File: src/rtl/mbox_pkg.sv
package mbox_pkg;

  typedef enum logic [1:0] {
    MB_ST_OK      = 2'd0,
    MB_ST_REJECT  = 2'd1,
    MB_ST_TIMEOUT = 2'd2
  } mb_status_e;

  typedef enum logic [3:0] {
    SQ_IDLE,
    SQ_PRE_RD,
    SQ_PRE_GAP,
    SQ_CLR_WR,
    SQ_ARG_WR,
    SQ_MSG_WR,
    SQ_POST_RD,
    SQ_POST_GAP,
    SQ_BACK_RD
  } seq_state_e;

endpackage

File: src/rtl/mbox_bus_port.sv
module mbox_bus_port #(
  parameter int ADDR_W = 20,
  parameter int DATA_W = 32
) (
  input  logic              clk,
  input  logic              rst,
  input  logic              start_i,
  input  logic              we_i,
  input  logic [ADDR_W-1:0] addr_i,
  input  logic [DATA_W-1:0] wdata_i,
  output logic              done_o,
  output logic [DATA_W-1:0] rdata_o,
  output logic              bus_req_o,
  output logic              bus_we_o,
  output logic [ADDR_W-1:0] bus_addr_o,
  output logic [DATA_W-1:0] bus_wdata_o,
  input  logic              bus_ack_i,
  input  logic [DATA_W-1:0] bus_rdata_i
);

  always_ff @(posedge clk) begin
    if (rst) begin
      bus_req_o   <= 1'b0;
      bus_we_o    <= 1'b0;
      bus_addr_o  <= '0;
      bus_wdata_o <= '0;
      done_o      <= 1'b0;
      rdata_o     <= '0;
    end else begin
      done_o <= 1'b0;
      if (bus_req_o) begin
        if (bus_ack_i) begin
          bus_req_o <= 1'b0;
          done_o    <= 1'b1;
          rdata_o   <= bus_rdata_i;
        end
      end else if (start_i) begin
        bus_req_o   <= 1'b1;
        bus_we_o    <= we_i;
        bus_addr_o  <= addr_i;
        bus_wdata_o <= wdata_i;
      end
    end
  end


  req_hold_chk: assert property (@(posedge clk) disable iff (rst)
    (bus_req_o && !bus_ack_i) |=> (bus_req_o && $stable(bus_addr_o) &&
                                   $stable(bus_we_o) && $stable(bus_wdata_o)));


  no_overlap_chk: assert property (@(posedge clk) disable iff (rst)
    start_i |-> !bus_req_o);

endmodule

File: src/rtl/mbox_us_timer.sv
module mbox_us_timer #(
  parameter int CLK_FREQ_HZ = 100_000_000,
  parameter int DLY_W       = 16
) (
  input  logic             clk,
  input  logic             rst,
  input  logic             start_i,
  input  logic [DLY_W-1:0] delay_us_i,
  output logic             done_o
);

  localparam int TPU = (CLK_FREQ_HZ / 1_000_000 > 0) ? CLK_FREQ_HZ / 1_000_000 : 1;
  localparam int TW  = (TPU > 1) ? $clog2(TPU) : 1;
  localparam logic [TW-1:0] TLAST = TW'(TPU - 1);

  logic             run;
  logic [TW-1:0]    tick;
  logic [DLY_W-1:0] us_left;

  always_ff @(posedge clk) begin
    if (rst) begin
      run     <= 1'b0;
      tick    <= '0;
      us_left <= '0;
      done_o  <= 1'b0;
    end else begin
      done_o <= 1'b0;
      if (start_i) begin
        if (delay_us_i == '0) begin
          done_o <= 1'b1;
        end else begin
          run     <= 1'b1;
          us_left <= delay_us_i;
          tick    <= TLAST;
        end
      end else if (run) begin
        if (tick == '0) begin
          tick    <= TLAST;
          us_left <= us_left - DLY_W'(1);
          if (us_left == DLY_W'(1)) begin
            run    <= 1'b0;
            done_o <= 1'b1;
          end
        end else begin
          tick <= tick - TW'(1);
        end
      end
    end
  end


  no_restart_chk: assert property (@(posedge clk) disable iff (rst)
    start_i |-> !run);

endmodule

File: src/rtl/mbox_requester.sv
module mbox_requester
  import mbox_pkg::*;
#(
  parameter int          ADDR_W      = 20,
  parameter int          DATA_W      = 32,
  parameter int          DLY_W       = 16,
  parameter int          RTY_W       = 18,
  parameter int          CLK_FREQ_HZ = 100_000_000,
  parameter logic [19:0] MSG_ADDR    = 20'h1628A,
  parameter logic [19:0] ARG_ADDR    = 20'h16273,
  parameter logic [19:0] RESP_ADDR   = 20'h16274,
  parameter int          OK_CODE     = 1
) (
  input  logic              clk,
  input  logic              rst,
  input  logic [DLY_W-1:0]  cfg_delay_us,
  input  logic [RTY_W-1:0]  cfg_retries,
  input  logic              req_valid,
  output logic              req_ready,
  input  logic [DATA_W-1:0] req_msg_id,
  input  logic [DATA_W-1:0] req_param,
  input  logic              req_want_out,
  output logic              done,
  output logic [1:0]        rsp_status,
  output logic [DATA_W-1:0] rsp_code,
  output logic [DATA_W-1:0] rsp_param,
  output logic              bus_req,
  output logic              bus_we,
  output logic [ADDR_W-1:0] bus_addr,
  output logic [DATA_W-1:0] bus_wdata,
  input  logic              bus_ack,
  input  logic [DATA_W-1:0] bus_rdata
);

  localparam logic [ADDR_W-1:0] A_MSG  = ADDR_W'(MSG_ADDR);
  localparam logic [ADDR_W-1:0] A_ARG  = ADDR_W'(ARG_ADDR);
  localparam logic [ADDR_W-1:0] A_RESP = ADDR_W'(RESP_ADDR);
  localparam logic [DATA_W-1:0] C_OK   = DATA_W'(OK_CODE);

  seq_state_e        state;
  logic              armed;
  logic [RTY_W-1:0]  tries_left;
  logic [DATA_W-1:0] id_q, par_q, code_hold;
  logic              want_q;
  logic [DLY_W-1:0]  dly_q;
  logic [RTY_W-1:0]  rty_q;

  logic              bp_start, bp_we, bp_done;
  logic [ADDR_W-1:0] bp_addr;
  logic [DATA_W-1:0] bp_wdata, bp_rdata;
  logic              tm_start, tm_done;
  logic              in_access, in_gap;

  always_comb begin
    in_access = 1'b1;
    bp_we     = 1'b0;
    bp_addr   = A_RESP;
    bp_wdata  = '0;
    case (state)
      SQ_PRE_RD, SQ_POST_RD: ;
      SQ_CLR_WR: bp_we = 1'b1;
      SQ_ARG_WR: begin bp_we = 1'b1; bp_addr = A_ARG; bp_wdata = par_q; end
      SQ_MSG_WR: begin bp_we = 1'b1; bp_addr = A_MSG; bp_wdata = id_q; end
      SQ_BACK_RD: bp_addr = A_ARG;
      default:   in_access = 1'b0;
    endcase
    in_gap   = (state == SQ_PRE_GAP) || (state == SQ_POST_GAP);
    bp_start = in_access && !armed;
    tm_start = in_gap && !armed;
  end

  assign req_ready = (state == SQ_IDLE);

  mbox_bus_port #(.ADDR_W(ADDR_W), .DATA_W(DATA_W)) u_port (
    .clk         (clk),
    .rst         (rst),
    .start_i     (bp_start),
    .we_i        (bp_we),
    .addr_i      (bp_addr),
    .wdata_i     (bp_wdata),
    .done_o      (bp_done),
    .rdata_o     (bp_rdata),
    .bus_req_o   (bus_req),
    .bus_we_o    (bus_we),
    .bus_addr_o  (bus_addr),
    .bus_wdata_o (bus_wdata),
    .bus_ack_i   (bus_ack),
    .bus_rdata_i (bus_rdata)
  );

  mbox_us_timer #(.CLK_FREQ_HZ(CLK_FREQ_HZ), .DLY_W(DLY_W)) u_timer (
    .clk        (clk),
    .rst        (rst),
    .start_i    (tm_start),
    .delay_us_i (dly_q),
    .done_o     (tm_done)
  );

  always_ff @(posedge clk) begin
    if (rst) begin
      state      <= SQ_IDLE;
      armed      <= 1'b0;
      tries_left <= '0;
      id_q       <= '0;
      par_q      <= '0;
      want_q     <= 1'b0;
      dly_q      <= '0;
      rty_q      <= '0;
      code_hold  <= '0;
      done       <= 1'b0;
      rsp_status <= MB_ST_OK;
      rsp_code   <= '0;
      rsp_param  <= '0;
    end else begin
      done <= 1'b0;
      if (bp_start || tm_start) armed <= 1'b1;
      case (state)
        SQ_IDLE: begin
          if (req_valid) begin
            id_q       <= req_msg_id;
            par_q      <= req_param;
            want_q     <= req_want_out;
            dly_q      <= cfg_delay_us;
            rty_q      <= cfg_retries;
            tries_left <= cfg_retries;
            armed      <= 1'b0;
            state      <= SQ_PRE_RD;
          end
        end
        SQ_PRE_RD: begin
          if (bp_done) begin
            armed <= 1'b0;
            if (bp_rdata != '0 || tries_left == '0) begin
              state <= SQ_CLR_WR;
            end else begin
              tries_left <= tries_left - RTY_W'(1);
              state      <= SQ_PRE_GAP;
            end
          end
        end
        SQ_PRE_GAP: begin
          if (tm_done) begin
            armed <= 1'b0;
            state <= SQ_PRE_RD;
          end
        end
        SQ_CLR_WR: begin
          if (bp_done) begin
            armed <= 1'b0;
            state <= SQ_ARG_WR;
          end
        end
        SQ_ARG_WR: begin
          if (bp_done) begin
            armed <= 1'b0;
            state <= SQ_MSG_WR;
          end
        end
        SQ_MSG_WR: begin
          if (bp_done) begin
            armed      <= 1'b0;
            tries_left <= rty_q;
            state      <= SQ_POST_RD;
          end
        end
        SQ_POST_RD: begin
          if (bp_done) begin
            armed <= 1'b0;
            if (bp_rdata != '0) begin
              code_hold <= bp_rdata;
              if (bp_rdata == C_OK && want_q) begin
                state <= SQ_BACK_RD;
              end else begin
                done       <= 1'b1;
                rsp_status <= (bp_rdata == C_OK) ? MB_ST_OK : MB_ST_REJECT;
                rsp_code   <= bp_rdata;
                rsp_param  <= '0;
                state      <= SQ_IDLE;
              end
            end else if (tries_left == '0) begin
              done       <= 1'b1;
              rsp_status <= MB_ST_TIMEOUT;
              rsp_code   <= '0;
              rsp_param  <= '0;
              state      <= SQ_IDLE;
            end else begin
              tries_left <= tries_left - RTY_W'(1);
              state      <= SQ_POST_GAP;
            end
          end
        end
        SQ_POST_GAP: begin
          if (tm_done) begin
            armed <= 1'b0;
            state <= SQ_POST_RD;
          end
        end
        SQ_BACK_RD: begin
          if (bp_done) begin
            armed      <= 1'b0;
            done       <= 1'b1;
            rsp_status <= MB_ST_OK;
            rsp_code   <= code_hold;
            rsp_param  <= bp_rdata;
            state      <= SQ_IDLE;
          end
        end
        default: state <= SQ_IDLE;
      endcase
    end
  end


  busy_after_take_chk: assert property (@(posedge clk) disable iff (rst)
    (req_valid && req_ready) |=> !req_ready);


  done_pulse_chk: assert property (@(posedge clk) disable iff (rst)
    done |=> !done);


  result_hold_chk: assert property (@(posedge clk) disable iff (rst)
    (!$stable(rsp_code) || !$stable(rsp_param) || !$stable(rsp_status)) |-> done);


  clear_zero_chk: assert property (@(posedge clk) disable iff (rst)
    (bus_req && bus_we && bus_addr == A_RESP) |-> bus_wdata == '0);


  timeout_zero_chk: assert property (@(posedge clk) disable iff (rst)
    (done && rsp_status == MB_ST_TIMEOUT) |-> (rsp_code == '0 && rsp_param == '0));


  param_only_ok_chk: assert property (@(posedge clk) disable iff (rst)
    (done && rsp_status != MB_ST_OK) |-> rsp_param == '0);


  ok_code_chk: assert property (@(posedge clk) disable iff (rst)
    (done && rsp_status == MB_ST_OK) |-> rsp_code == C_OK);

endmodule

File: config.mk
export PLATFORM = sky130hd
export DESIGN_NAME = mbox_requester
export DESIGN_NICKNAME = d
export VERILOG_FILES = /design/src/rtl/mbox_pkg.sv /design/src/rtl/mbox_bus_port.sv /design/src/rtl/mbox_us_timer.sv /design/src/rtl/mbox_requester.sv
export SDC_FILE = /design/constraint.sdc
export NUM_CORES = 1
export LEC_CHECK = 0
export BUFFER_PORTS_ARGS = -buffer_cell sky130_fd_sc_hd__clkbuf_2
export CAP_MARGIN = 20
export CORE_MARGIN = 5
export CORE_UTILIZATION = 55
export DETAILED_ROUTE_END_ITERATION = 8
export PLACE_DENSITY = 0.76
export SYNTH_ARGS = -nofsm -noshare
export SYNTH_HDL_FRONTEND = slang
export SYNTH_SLANG_ARGS = --single-unit
File: constraint.sdc
create_clock -name clk -period 2.7 [get_ports clk]
set_input_delay 0.405 -clock clk [delete_from_list [all_inputs] [get_ports clk]]
set_output_delay 0.405 -clock clk [all_outputs]
set_load 0.05 [all_outputs]
==> flow_summary.yaml <==
run_status:
  status: "finished, final reports clean"
critical_path:
  max_stage_delay_ns: 0.49
  critPathSlowestCell: "or3_4"
  worst_setup_path_start_kind: "register"
  regToRegSetupSlack_ns: 0.14
  worstReg2RegStart: "u_port.rdata_o[11]"
  cp.required_ns: 3.08
  critPathMaxFanout: 27
  end_kind: "register"
  cp.arrival_ns: 2.94
  path_class: "register to register"
  crit_chain: "nor4_1, nand4_1, or3_4, o221a_4, buf_12, nor2_1, a311oi_2"
  critPathLaunch: "u_port.rdata_o[11]"
cells_and_area:
  fin_cells: 2188
  layout.nets: 1985
  drive_gt1_frac: 0.223
  syn2layout_area_growth_pct: 20.3
  diodes: 0
  final_area_sq_um: 15900
synth:
  synth_xor_area_frac: 0.00132
  postSynth.asyncResetShare: 0
  ys_seq_area_frac: 0.482
  synth_ff_type: "dfxtp_1"
  yosysWarnings: 0
  synthTopCellsByArea: "dfxtp_1, nand2_1, a21oi_1"
  yosys.area.top_type: "dfxtp_1"
  ys_types: 66
  synth-edff-count: 0
  ys_ff_latch: 319
  avgSynthCellArea_sq_um: 8.04
  muxShareOfSynthArea: 0.00170
  synth_top_area_frac: 0.482
  syn_area_sq_um: 13300
  synth_top_family_by_area: "simple AND/OR/NAND/NOR gates"
  yosys.area_share.simple: 0.243
  synth_compound_area_frac: 0.214
  syn_inst: 1648
  synthAdderAreaFrac: 0.00472
global_routing:
  busiest_layer: "met2"
  grt_pass1_wl_um: 59600
  antenna_found_initial: 1
  use_met2: 0.439
  gr-usage-met1: 0.351
  grt_max_degree: 102
  grt_pass1_vias: 12000
  grt_overflow: 0
  grt_use_met3: 0.0467
  track_usage: 0.264
pwr:
  p_int_w: 0.0106
  p_leak_nw: 5.99
  pwr-share-seq: 0.354
  switching_share: 0.370
  power_frac_clock: 0.287
  combPwrFrac: 0.359
  power.switching_w: 0.00623
  power_density_nw_per_um2: 1060
  peakVddDrop_mv: 0.616
timing:
  hold_violations: 0
  fin_tns_setup_ns: 0
  slew_headroom: 0.290
  setup_viol: 0
  fmax_mhz: 390
  period_share: 0.949
  slew_violations: 0
  worst_slew_pin_slew_ns: 1.07
  rsz0062_at_grt: "false"
  skew_ns: 0.0200
  fin_crit_ns: 2.56
  layout_setup_ws_ns: 0.138
cts:
  cts-root-buf: "clkbuf_16"
  cts_hold_buf: 0
  clkTransAtPathRegs_ns: 0.06
  clk_path_buf_depth: 3
  cts_buffers: 35
  post_cts_buffers: 0
  ctsResizeCount: 0
  cts_sinks: 319
  cts_tree: "built"
  clock_latency_ns: 0.52
  cts_max_level: 2
min_path:
  worstHoldPathType: "input port to register"
  hp-start: "bus_rdata[10]"
die:
  row_count: 56
  die_w_um: 165
  pin_count: 257
  die_y_um: 165
  design.core.area_sq_um: 23600
  fp.dieArea_sq_um: 27300
  start_util: 0.561
detailed_routing:
  drc: 0
  initialDrtViolationCount: 1095
  antenna_left: 0
  dr.pass1.iters: 6
  wirelength_um: 37300
  drt-vias-per-instance: 5.73
  wl_per_cell_um: 17.0
  vias: 12500
placement:
  pre_cts_slack_ns: 0.177
  dp_cells: 2127
  io_buffers: 248
  placed_cell_area_sq_um: 14800
  gp_congestion: 0.902
  dp_hpwl_um: 24800
run:
  cap_viol_max_count: 0
-- per-layer routing --
layer | wire length [um] | vias to the layer above
met5 | 13 | -
met2 | 17900 | 472
met1 | 15700 | 5911
met3 | 2630 | 73
met4 | 1030 | 2
li1 | - | 6085
-- worst paths after layout --
path,to,cells after the start
worst min-delay path,u_port.rdata_o[10],2
worst min register to register,rsp_param[27],2
worst max register to register,rsp_code[26],7
worst max-delay path,rsp_code[26],7
-- area by class of cell --
| type | count | area [sq um] |
|---|---|---|
| Timing Repair Buffer | 297 | 1710 |
| Multi-Input combinational cell | 1182 | 6240 |
| Sequential cell | 319 | 6390 |
| Inverter | 10 | 37.5 |
| Clock inverter | 11 | 166 |
| Clock buffer | 50 | 1000 |
| Fill cell | 1956 | 7670 |
| Tap cell | 319 | 399 |
-- cell usage in the layout, fill, tap and decap left out, types with 6 or more instances in the layout --
cell / synthesis / final
nand3_1: 74 / 74
nor2_1: 93 / 91
clkbuf_8: 0 / 7
a21oi_1: 223 / 222
or3_1: 6 / 6
a211oi_1: 7 / 7
clkbuf_2: 0 / 247
a221oi_1: 6 / 6
nand2b_1: 8 / 8
clkbuf_16: 0 / 35
a311oi_2: 30 / 30
inv_1: 10 / 10
a22o_1: 35 / 35
nor2b_1: 7 / 7
a31oi_1: 37 / 37
buf_4: 19 / 42
a222oi_1: 10 / 10
clkbuf_1: 94 / 8
nor4_1: 18 / 17
or2_2: 14 / 14
nor3_1: 25 / 24
buf_12: 0 / 7
dfxtp_1: 319 / 319
conb_1: 1 / 8
o21ai_0: 42 / 42
nand2_1: 457 / 456
-- power groups by stage --
stage / Clock (W) / Sequential (W) / Combinational [W]
2_1_floorplan: 0 / 0.00602 / 0.00445
3_3_place_gp: 0 / 0.00601 / 0.00588
3_5_place_dp: 0 / 0.00604 / 0.00600
4_1_cts: 0.00489 / 0.00594 / 0.00603
5_1_grt: 0.00509 / 0.00604 / 0.00674
6_report: 0.00484 / 0.00596 / 0.00605
-- critical path: cells and delay by family (launching register included) --
family	cells	cell delay, ns
compound gates	2	0.47
buf+inv	1	0.21
flops	1	0.35
simple gates	4	1.39
-- cell usage after synthesis (2+ instances only) --
library cell and number:
a22oi_1 5, clkbuf_1 94, nor2b_1 7, inv_1 10
o31ai_1 2, a311oi_2 30, nand2_1 457, a22o_1 35
nand3_1 74, nand4_1 4, a222oi_1 10, buf_2 21
o21a_1 3, nor2_1 93, o21ai_0 42, a311oi_1 5
a21oi_1 223, buf_6 4, nand2b_1 8, nor4_1 18
or4_4 2, nor3_2 4, mux2_2 2, and3_1 3
o32a_1 2, or2_0 3, nor3b_1 4, or2_2 14
a211oi_1 7, a21o_1 5, buf_1 6, nor4_4 2
and2_1 4, ha_1 5, a31oi_1 37, xnor2_1 2
nor3_1 25, dfxtp_1 319, a221oi_1 6, or3_1 6
nand3b_1 2, buf_4 19
-- cell families (layout without fill, tap and decap cells) --
family                   Yosys count  in the layout
adder cells (fa/ha/maj)            5              5
flip-flops                       319            319
multiplexers                       2              2
buffers and inverters            154            368
XOR/XNOR                           2              2
other                              1              8
AO/OA/AOI/OAI                    426            426
AND/OR/NAND/NOR                  739            739
-- stage by stage --
| step | util | hold WS (ns) | total power, W |
|---|---|---|---|
| finish | 0.675 | 0.0956 | 0.0168 |
| floorplan | - | 0.436 | 0.0105 |
| global route | 0.675 | 0.0973 | 0.0179 |
| CTS | 0.675 | 0.0894 | 0.0169 |
| global placement | 0.626 | 0.442 | 0.0119 |
| detailed placement | 0.626 | 0.446 | 0.0120 |
-- registers in the layout (all words and copies together) (netlist names), 18 cells and up --
register / cells
rty_q: 18
rsp_code: 32
tries_left: 18
u_port.bus_wdata_o: 32
id_q: 32
code_hold: 32
par_q: 32
rsp_param: 32
u_port.rdata_o: 32
(Power assumes the default switching activity.)
